==> src/rtl/nand_seq_pkg.sv <==
package nand_seq_pkg;

  localparam int TBW = 8;  // width of one timing byte
  localparam int NBW = 4;  // width of the short delay fields

  typedef enum logic [1:0] {
    K_CMD  = 2'd0,
    K_ADDR = 2'd1,
    K_WR   = 2'd2,
    K_RD   = 2'd3
  } kind_e;

  typedef enum logic [2:0] {
    PH_IDLE   = 3'd0,
    PH_SETUP  = 3'd1,
    PH_STROBE = 3'd2,
    PH_WAIT   = 3'd3,
    PH_HOLD   = 3'd4
  } phase_e;

  typedef struct packed {
    logic [TBW-1:0] setup_n;
    logic [TBW-1:0] strobe_n;
    logic [TBW-1:0] hold_n;
    logic [TBW-1:0] hiz_n;
    logic [NBW-1:0] a2r_n;
    logic [NBW-1:0] c2r_n;
  } tim_t;

  // Split the 48-bit timing word into its fields.
  function automatic tim_t tim_split(input logic [6*TBW-1:0] w);
    tim_t t;
    t.c2r_n    = w[0*TBW +: NBW];
    t.a2r_n    = w[1*TBW +: NBW];
    t.hiz_n    = w[2*TBW +: TBW];
    t.hold_n   = w[3*TBW +: TBW];
    t.strobe_n = w[4*TBW +: TBW];
    t.setup_n  = w[5*TBW +: TBW];
    return t;
  endfunction

endpackage

==> src/rtl/nand_tim_snap.sv <==
module nand_tim_snap
  import nand_seq_pkg::*;
#(
  parameter int CFGW = 6 * TBW
) (
  input  logic            clk,
  input  logic            rst_n,
  input  logic            load,
  input  logic [CFGW-1:0] cfg,
  output tim_t            tim
);

  tim_t tim_q;
  tim_t tim_d;

  always_comb begin
    tim_d = tim_q;
    if (load) tim_d = tim_split(cfg);
  end

  always_ff @(posedge clk or negedge rst_n) begin
    if (!rst_n) tim_q <= '0;
    else        tim_q <= tim_d;
  end

  assign tim = tim_q;

endmodule

==> src/rtl/nand_down_ctr.sv <==
module nand_down_ctr #(
  parameter int CW = 9
) (
  input  logic          clk,
  input  logic          rst_n,
  input  logic          load,
  input  logic [CW-1:0] ld_val,
  input  logic          en,
  output logic [CW-1:0] cnt,
  output logic          zero
);

  logic [CW-1:0] cnt_q;
  logic [CW-1:0] cnt_d;

  always_comb begin
    cnt_d = cnt_q;
    if (load)                    cnt_d = ld_val;
    else if (en && cnt_q != '0)  cnt_d = cnt_q - 1'b1;
  end

  always_ff @(posedge clk or negedge rst_n) begin
    if (!rst_n) cnt_q <= '0;
    else        cnt_q <= cnt_d;
  end

  assign cnt  = cnt_q;
  assign zero = (cnt_q == '0);

endmodule

==> src/rtl/nand_bank_dec.sv <==
module nand_bank_dec #(
  parameter int NBANK = 4,
  localparam int BW   = (NBANK > 1) ? $clog2(NBANK) : 1
) (
  input  logic             en,
  input  logic [BW-1:0]    sel,
  output logic [NBANK-1:0] ce_n
);

  for (genvar i = 0; i < NBANK; i++) begin : g_ce
    assign ce_n[i] = !(en && (sel == BW'(i)));
  end

endmodule

==> src/rtl/nand_cycle_seq.sv <==
module nand_cycle_seq
  import nand_seq_pkg::*;
#(
  parameter int NBANK  = 4,
  parameter int DW     = 8,
  localparam int BW    = (NBANK > 1) ? $clog2(NBANK) : 1,
  localparam int CFGW  = 6 * TBW,
  localparam int CW    = TBW + 1
) (
  input  logic             clk,
  input  logic             rst_n,
  input  logic [CFGW-1:0]  tim_cfg,
  input  logic             req,
  input  logic [1:0]       req_kind,
  input  logic [BW-1:0]    req_bank,
  input  logic [DW-1:0]    req_wdata,
  output logic             ack,
  output logic [DW-1:0]    rdata,
  output logic             nand_cle,
  output logic             nand_ale,
  output logic             nand_we_n,
  output logic             nand_re_n,
  output logic [NBANK-1:0] nand_ce_n,
  output logic [DW-1:0]    nand_dout,
  output logic             nand_doe,
  input  logic [DW-1:0]    nand_din,
  input  logic             nand_wait_n
);

  phase_e         ph_q, ph_d;
  kind_e          kind_q, kind_d;
  kind_e          prev_q, prev_d;
  logic [BW-1:0]  bank_q, bank_d;
  logic [DW-1:0]  wdat_q, wdat_d;
  logic [DW-1:0]  rdat_q, rdat_d;

  tim_t           tim;
  tim_t           tim_live;
  logic           start;
  logic           busy;
  logic           ph_load;
  logic [CW-1:0]  ph_ld_val;
  logic [CW-1:0]  ph_cnt;
  logic           ph_zero;
  logic [TBW-1:0] hz_cnt;
  logic           hz_zero;
  logic [CW-1:0]  rd_extra;
  logic           leave_strobe;

  assign start    = (ph_q == PH_IDLE) && req;
  assign busy     = (ph_q != PH_IDLE);
  assign tim_live = tim_split(tim_cfg);

  // Extra read setup derived from the kind of the previous cycle.
  always_comb begin
    rd_extra = '0;
    if (kind_e'(req_kind) == K_RD) begin
      if (prev_q == K_CMD)       rd_extra = CW'(tim_live.c2r_n) + 1'b1;
      else if (prev_q == K_ADDR) rd_extra = CW'(tim_live.a2r_n) + 1'b1;
    end
  end

  nand_tim_snap #(.CFGW(CFGW)) i_snap (
    .clk   (clk),
    .rst_n (rst_n),
    .load  (start),
    .cfg   (tim_cfg),
    .tim   (tim)
  );

  nand_down_ctr #(.CW(CW)) i_ph_ctr (
    .clk    (clk),
    .rst_n  (rst_n),
    .load   (ph_load),
    .ld_val (ph_ld_val),
    .en     (busy),
    .cnt    (ph_cnt),
    .zero   (ph_zero)
  );

  nand_down_ctr #(.CW(TBW)) i_hz_ctr (
    .clk    (clk),
    .rst_n  (rst_n),
    .load   (start),
    .ld_val (tim_live.hiz_n),
    .en     (busy),
    .cnt    (hz_cnt),
    .zero   (hz_zero)
  );

  nand_bank_dec #(.NBANK(NBANK)) i_bank (
    .en   (busy),
    .sel  (bank_q),
    .ce_n (nand_ce_n)
  );

  // Phase sequencing and counter reload selection.
  always_comb begin
    ph_d         = ph_q;
    ph_load      = 1'b0;
    ph_ld_val    = '0;
    leave_strobe = 1'b0;
    unique case (ph_q)
      PH_IDLE: begin
        if (req) begin
          ph_d      = PH_SETUP;
          ph_load   = 1'b1;
          ph_ld_val = CW'(tim_live.setup_n) + rd_extra;
        end
      end
      PH_SETUP: begin
        if (ph_zero) begin
          ph_d      = PH_STROBE;
          ph_load   = 1'b1;
          ph_ld_val = CW'(tim.strobe_n);
        end
      end
      PH_STROBE: begin
        if (ph_zero) begin
          if (!nand_wait_n) begin
            ph_d = PH_WAIT;
          end else begin
            ph_d         = PH_HOLD;
            ph_load      = 1'b1;
            ph_ld_val    = CW'(tim.hold_n);
            leave_strobe = 1'b1;
          end
        end
      end
      PH_WAIT: begin
        if (nand_wait_n) begin
          ph_d         = PH_HOLD;
          ph_load      = 1'b1;
          ph_ld_val    = CW'(tim.hold_n);
          leave_strobe = 1'b1;
        end
      end
      PH_HOLD: begin
        if (ph_zero) ph_d = PH_IDLE;
      end
      default: ph_d = PH_IDLE;
    endcase
  end

  // Request capture and read sampling.
  always_comb begin
    kind_d = kind_q;
    prev_d = prev_q;
    bank_d = bank_q;
    wdat_d = wdat_q;
    rdat_d = rdat_q;
    if (start) begin
      kind_d = kind_e'(req_kind);
      prev_d = kind_e'(req_kind);
      bank_d = req_bank;
      wdat_d = req_wdata;
    end
    if (leave_strobe && kind_q == K_RD) rdat_d = nand_din;
  end

  always_ff @(posedge clk or negedge rst_n) begin
    if (!rst_n) begin
      ph_q   <= PH_IDLE;
      kind_q <= K_WR;
      prev_q <= K_WR;
      bank_q <= '0;
      wdat_q <= '0;
      rdat_q <= '0;
    end else begin
      ph_q   <= ph_d;
      kind_q <= kind_d;
      prev_q <= prev_d;
      bank_q <= bank_d;
      wdat_q <= wdat_d;
      rdat_q <= rdat_d;
    end
  end

  logic strobe_on;
  assign strobe_on = (ph_q == PH_STROBE) || (ph_q == PH_WAIT);

  assign nand_cle  = busy && (kind_q == K_CMD);
  assign nand_ale  = busy && (kind_q == K_ADDR);
  assign nand_we_n = !(strobe_on && kind_q != K_RD);
  assign nand_re_n = !(strobe_on && kind_q == K_RD);
  assign nand_doe  = busy && (kind_q != K_RD) && hz_zero;
  assign nand_dout = wdat_q;
  assign ack       = (ph_q == PH_HOLD) && ph_zero;
  assign rdata     = rdat_q;

  logic unused_cnt;
  assign unused_cnt = ^{ph_cnt, hz_cnt, tim.hiz_n, tim.setup_n, tim.a2r_n, tim.c2r_n};

endmodule

==> config.mk <==
export PLATFORM = sky130hd
export DESIGN_NAME = nand_cycle_seq
export DESIGN_NICKNAME = d
export VERILOG_FILES = /design/src/rtl/nand_seq_pkg.sv /design/src/rtl/nand_tim_snap.sv /design/src/rtl/nand_down_ctr.sv /design/src/rtl/nand_bank_dec.sv /design/src/rtl/nand_cycle_seq.sv
export SDC_FILE = /design/constraint.sdc
export NUM_CORES = 1
export LEC_CHECK = 0
export BUFFER_PORTS_ARGS = -buffer_cell sky130_fd_sc_hd__buf_4
export CAP_MARGIN = 20
export CORE_MARGIN = 5
export CORE_UTILIZATION = 45
export CTS_CLUSTER_SIZE = 10
export DETAILED_ROUTE_END_ITERATION = 8
export HOLD_SLACK_MARGIN = 0.08
export PLACE_DENSITY = 0.75
export SKIP_LAST_GASP = 1
export SLEW_MARGIN = 15
export SYNTH_ARGS = -nofsm -noshare
export SYNTH_HDL_FRONTEND = slang
export SYNTH_SLANG_ARGS = --single-unit
==> constraint.sdc <==
create_clock -name clk -period 9.05 [get_ports clk]
set_clock_uncertainty 0.1 [all_clocks]
set_input_delay 0.905 -clock clk [delete_from_list [all_inputs] [get_ports clk]]
set_output_delay 0.905 -clock clk [all_outputs]
set_load 0.02 [all_outputs]
==> impl_metrics.tcl, run 1 <==
set metrics [dict create \
    status "completed" \
    synth_area_sq_um 3181 \
    yosys_warnings 0 \
    finalInstanceArea_sq_um 3964 \
    portBuffers 89 \
    grt_usage_pct 17.20 \
    synth_top_area_share_pct 43.27 \
    critPathMaxStageDelay_ns 0.38 \
    crit_chain "buf_4, nand3b_1, a211oi_1, ha_1, inv_1, fa_1, nand2b_1, a21oi_1, a21oi_1, nor2b_1, xnor2_1, a211oi_1" \
    die_h_um 94.07 \
    rsz0062_at_grt "false" \
    hold_slack_ns 0.3832 \
    place_ws_ns 5.659 \
    crit_fanout 5 \
    routedWlPerCell_um 14.15 \
    grt_pass1_vias 2681 \
    wl_met2_mm 3.773 \
    n_antenna_cell 0 \
    hold_class "flip-flop to flip-flop" \
    slew_headroom_pct 27.51 \
    wl_met1_mm 3.272 \
    yosysMostFrequentCell "nand2_1" \
    synth.area.top_cells "dfrtp_1, nand2_1, mux2_4" \
    finalSetupTns_ns 0 \
    core-area_sq_um 6832 \
    ff2ff_path_depth 11 \
    syn_to_final_growth_pct 24.63 \
    finalHoldViolations 0 \
    cts_tree "yes" \
    cp_slowest_cell "fa_1" \
    drc 0 \
    routed-wl-met3_um 415 \
    highest_layer "met4" \
    drtIter0Drc 168 \
    clock-sinks 56 \
    netlist.top_cell.by_area "dfrtp_1" \
    syn_nets 446 \
    initial_core_util_pct 46.56 \
    arrival_ns 3.09 \
    cts_buffers 5 \
    synthArstFlopShare_pct 100.0 \
    grt_max_degree 57 \
    timing_worst_slew_pin_value_ns 1.085 \
    synth_edf_count 0 \
    synth_cell_type_count 57 \
    syn_inst 364 \
    cts_root_buf "clkbuf_8" \
    cts_resized 0 \
    syn_avg_cell_area_sq_um 8.738 \
    drive_gt1_share_pct 27.15 \
    max_clock_freq_mhz 327.7 \
    cts_hold_buf 0 \
    gp_congestion 0.8538 \
    ir_drop_uv 122.3 \
    clockBufferDepth 2 \
    dp_hpwl_mm 5.692 \
    num_vias 2811 \
    cts_max_level 2 \
    final_core_util_pct 58.02 \
    cts_post_setup_buffers_inserted 0 \
    post-route-period-util_pct 33.72 \
    slew_violations 0 \
    ios 98 \
    antenna_found_initial 0 \
    drtAntennaViolNets 0 \
    place_area_sq_um 3867 \
    via_per_inst 5.225 \
    grt_pass1_wl_mm 12.22 \
    whs_path_depth 2 \
    setup_viol 0 \
    critPathCaptureType "flip-flop" \
    die_w_um 94.07 \
    routed_wl_mm 7.612 \
    drv_cap 0 \
    num_rows 30 \
    crit_type "input pin to flip-flop" \
    setup_slack_ns 5.999 \
    fin_nets 523 \
    dr.pass1.iters 4 \
    ys_seq_area_share_pct 44.10 \
    leakage_nw 1.974 \
    die_area_sq_um 8849 \
    synth_top_flop_cell "dfrtp_1" \
    synth-seq-cells 56 \
    startpoint_type "input pin" \
    clock_latency_ns 0.30 \
    pwr_density_cell_nw_per_um2 274.8 \
    yosys-top-cells-count "nand2_1, dfrtp_1, nor2_1" \
    worstPathRequired_ns 9.09 \
    clk_pin_slew_worst_paths_ns 0.10 \
    fin_crit_ns 3.051 \
    grt_overflow_total 0 \
]
## state kept, by name (all words and copies together) (netlist names)
signal	count
nand_dout	8
i_ph_ctr.cnt	9
prev_q	2
bank_q	2
i_snap.tim	16
rdata	8
ph_q	3
i_hz_ctr.cnt	8
## through the flow
stage / cells / total power, mW
3_3_place_gp: 530 / 0.9320
4_1_cts: 538 / 1.096
6_report: 538 / 1.089
5_1_grt: 538 / 1.180
3_5_place_dp: 530 / 0.9511
2_1_floorplan: 364 / 0.7903
## routing by layer
layer	up-vias	GRT usage [%]
li1	1396	-
met1	1318	21.75
met2	83	28.98
met3	14	3.846
met4	0	5.776
met5	-	0
## layout by cell type (no fill, tap or decap), types with 3 or more instances in the layout
| master | synthesis | final |
|---|---|---|
| a211oi_1 | 4 | 4 |
| a21oi_1 | 18 | 18 |
| buf_4 | 0 | 90 |
| clkbuf_8 | 0 | 6 |
| dfrtp_1 | 55 | 55 |
| ha_1 | 9 | 9 |
| inv_1 | 8 | 8 |
| mux2_4 | 8 | 8 |
| nand2_1 | 100 | 100 |
| nand2b_1 | 4 | 4 |
| nand3_1 | 8 | 8 |
| nand3b_1 | 4 | 4 |
| nand4_1 | 3 | 3 |
| nor2_1 | 30 | 29 |
| nor2b_1 | 3 | 3 |
| nor3_1 | 7 | 7 |
| o21ai_0 | 18 | 18 |
| o21ai_1 | 4 | 4 |
| o22ai_1 | 3 | 3 |
| or2_2 | 2 | 3 |
| or3_1 | 4 | 4 |
| xnor2_1 | 9 | 9 |
| xor2_1 | 4 | 4 |
## path summary, 6_finish.rpt
kind	start	to	slack (ns)
setup reg to reg	prev_q[1]	i_ph_ctr.cnt[6]	6.16
min in group asynchronous	rst_n	rdata[6]	0.53
max in group asynchronous	rst_n	i_hz_ctr.cnt[5]	7.84
setup / recovery	req_kind[1]	i_ph_ctr.cnt[6]	6.00
hold reg to reg	nand_dout[2]	nand_dout[2]	0.38
hold / removal	nand_dout[2]	nand_dout[2]	0.38
## worst max-delay path: cells and delay by family
family,cells,cell delay (ns)
xor+xnor,1,0.14
simple gates,3,0.51
buf+inv,2,0.15
compound gates,4,0.78
fa+ha+maj,2,0.61
## final cells by class
type                       instances  area [sq um]
timing repair buffer              90         675.6
fill                             626          2868
sequential                        56          1403
clock inverter                     2         13.76
tap                               96         120.1
multi-input combinational        280          1639
inverter                           8         30.03
clock buffer                       6         82.58
## power breakdown
group	internal (mW)	switching [mW]	leakage [nW]
Clock	0.0628	0.0814	0.0516
Sequential	0.357	0.0960	0.701
Combinational	0.219	0.272	1.22
Total	0.639	0.450	1.97
## cell families after synthesis
kind of cell / count (synthesis) / synth area share (%)
fa+ha+maj: 10 / 4.170
buf+inv: 28 / 4.603
mux: 12 / 5.114
xor+xnor: 13 / 3.580
flops: 56 / 44.10
simple gates: 179 / 25.45
compound gates: 66 / 12.98
No activity file was read; power rests on OpenSTA's default activity.
==> run 2, diff against run 1 <==
Settings changed: ABC_AREA set to 1, PLACE_DENSITY 0.75 to 0.73.
Clock period 9.05 ns to 3 ns, I/O delays scaled along.
==> run 2 against run 1 <==
  * Cell area is 13% higher
  * Sequential share of layout area is 4.1 points lower
  * Core utilization hardly changed
  * Via count is 22% higher
  * Global-route usage is 0.96 points higher
  * Final cell count is 28% higher
  * Clock-buffer cell count stayed put
  * Synthesized cell count is 35% higher
  * Setup slack worse by 5.6 ns
  * Sequential power grew to 3.0 times the previous value
  * Register-to-register slack worse by 5.7 ns
  * First-iteration DRC count is 21% lower
  * Highest routed layer unchanged
==> impl_metrics.tcl, run 2 <==
set metrics [dict create \
    leakage_nw 2.390 \
    finalHoldViolations 0 \
    core-area_sq_um 7727 \
    synth_edf_count 0 \
    yosys_warnings 0 \
    cts_resized 0 \
    synth_cell_type_count 41 \
    drc 0 \
    post-route-period-util_pct 85.63 \
    clock-sinks 56 \
    timing_worst_slew_pin_value_ns 0.7180 \
    dr.pass1.iters 5 \
    initial_core_util_pct 46.08 \
    drtAntennaViolNets 0 \
    place_area_sq_um 4295 \
    clk_pin_slew_worst_paths_ns 0.10 \
    yosysMostFrequentCell "nand2_1" \
    grt_usage_pct 18.16 \
    cp_slowest_cell "dfrtp_1" \
    drive_gt1_share_pct 23.34 \
    syn_to_final_growth_pct 26.00 \
    antenna_found_initial 0 \
    die_area_sq_um 9792 \
    slew_violations 0 \
    critPathMaxStageDelay_ns 0.40 \
    synth_top_area_share_pct 38.65 \
    clockBufferDepth 2 \
    n_antenna_cell 0 \
    finalInstanceArea_sq_um 4487 \
    layout_commonest_cell "nand2_1" \
    fin_crit_ns 2.569 \
    ios 98 \
    placed_cells 673 \
    critPathTopFamily "simple AND/OR/NAND/NOR gates" \
    syn_nets 574 \
    portBuffers 89 \
    place_ws_ns 0.4474 \
    netlist.top_cell.by_area "dfrtp_1" \
    critPathCaptureType "flip-flop" \
    die_w_um 98.96 \
    startpoint_type "flip-flop" \
    grt_pass1_wl_mm 14.99 \
    setup_viol 0 \
    hold_slack_ns 0.08504 \
    syn_inst 492 \
    largest_register_ffs 16 \
    hold_class "input pin to flip-flop" \
    finalSetupTns_ns 0 \
    crit_chain "inv_1, nor2_1, inv_1, o22a_1, nor2_1, ha_1, inv_1, fa_1, nor2_1, o21ai_0, nand2_1, nand2_1, nand3_1, nand3_1, nand2_1, nand2_1" \
    worstPathRequired_ns 3.12 \
    status "completed" \
    num_rows 32 \
    rsz0062_at_grt "false" \
    fin_nets 668 \
    dp_hpwl_mm 6.630 \
    grt_pass1_vias 3325 \
    slew_headroom_pct 52.13 \
    pwr_density_cell_nw_per_um2 911.6 \
    cts_buffers 5 \
    synthArstFlopShare_pct 100.0 \
    final_core_util_pct 58.06 \
    via_per_inst 4.993 \
    total_power_mw 4.090 \
    setup_slack_ns 0.4311 \
    cts_max_level 2 \
    cts_root_buf "clkbuf_8" \
    drv_cap 0 \
    synth.area.top_cells "dfrtp_1, nand2_1, inv_1" \
    ys_seq_area_share_pct 39.39 \
    routed_wl_mm 8.702 \
    synth_area_sq_um 3561 \
    arrival_ns 2.69 \
    gp_congestion 0.8681 \
    drtIter0Drc 133 \
    path_common_cell "nand2_1" \
    num_vias 3440 \
    crit_buf_inv 3 \
    stdcell_count 689 \
    routedWlPerCell_um 12.63 \
    yosys-top-cells-count "nand2_1, inv_1, dfrtp_1" \
    synth_top_flop_cell "dfrtp_1" \
    crit_fanout 4 \
    ir_drop_uv 495.6 \
    crit_type "flip-flop to flip-flop" \
    grt_overflow_total 0 \
    max_clock_freq_mhz 389.3 \
    syn_avg_cell_area_sq_um 7.238 \
    grt_max_degree 57 \
    synth-seq-cells 56 \
    die_h_um 98.96 \
    clock_latency_ns 0.31 \
    layout_common_cells "nand2_1, buf_4, inv_1, dfrtp_1, nor2_1" \
    cts_tree "yes" \
]
run 2: what timing repair did:
item | CTS | global route
hold buffers | 8 | 0
endpoints found under the hold margin | 62 | 0
setup buffers | 0 | 0
run 2: cell type report:
| cell class | count | area (sq um) |
|---|---|---|
| fill | 751 | 3241 |
| multi-input combinational | 358 | 1834 |
| sequential | 56 | 1403 |
| timing repair buffer | 99 | 763.2 |
| inverter | 66 | 247.7 |
| tap | 102 | 127.6 |
| clock buffer | 6 | 72.57 |
| clock inverter | 2 | 38.79 |
run 2: worst register-to-register path, delay by kind of cell (launching register included):
family	cells	cell delay (ns)
AOI/OAI and AO/OA	2	0.30
and+or+nand+nor	9	0.87
DFF	1	0.40
buffers and inverters	3	0.23
adders and majority gates	2	0.57
run 2: path summary, 6_finish.rpt:
path	slack, ns	cells after the start	to	startpoint
min in group asynchronous	0.46	2	rdata[5]	rst_n
worst max-delay path	0.43	16	i_ph_ctr.cnt[6]	prev_q[0]
worst max register to register	0.43	16	i_ph_ctr.cnt[6]	prev_q[0]
max in group asynchronous	1.85	2	i_snap.tim[29]	rst_n
worst min register to register	0.38	2	i_snap.tim[23]	i_snap.tim[23]
worst min-delay path	0.09	3	rdata[0]	nand_din[0]
run 2: power breakdown:
group / leakage [nW] / total (mW) / internal (mW) / switching (mW)
Sequential: 0.698 / 1.36 / 1.11 / 0.242
Clock: 0.0558 / 0.511 / 0.253 / 0.258
Combinational: 1.64 / 2.22 / 0.821 / 1.40
run 2: cells by family (layout without fill, tap and decap cells):
family	count (synthesis)	count (layout)	synth area share, %
AND/OR/NAND/NOR	269	269	34.12
buffers and inverters	78	173	9.100
AO/OA/AOI/OAI	71	71	11.70
flip-flops	56	56	39.39
adder cells (fa/ha/maj)	10	10	3.725
XOR/XNOR	8	8	1.968
run 2: layer usage:
| metal | part of all wire [%] | wire length (um) | global-route usage, % | vias to the layer above |
|---|---|---|---|---|
| met1 | 44 | 3794 | 24.25 | 1568 |
| met4 | 1.2 | 108 | 3.676 | 0 |
| met3 | 7.7 | 669 | 4.105 | 13 |
| met5 | 0 | 0 | 0 | - |
| met2 | 47 | 4129 | 30.27 | 117 |
| li1 | - | - | - | 1742 |
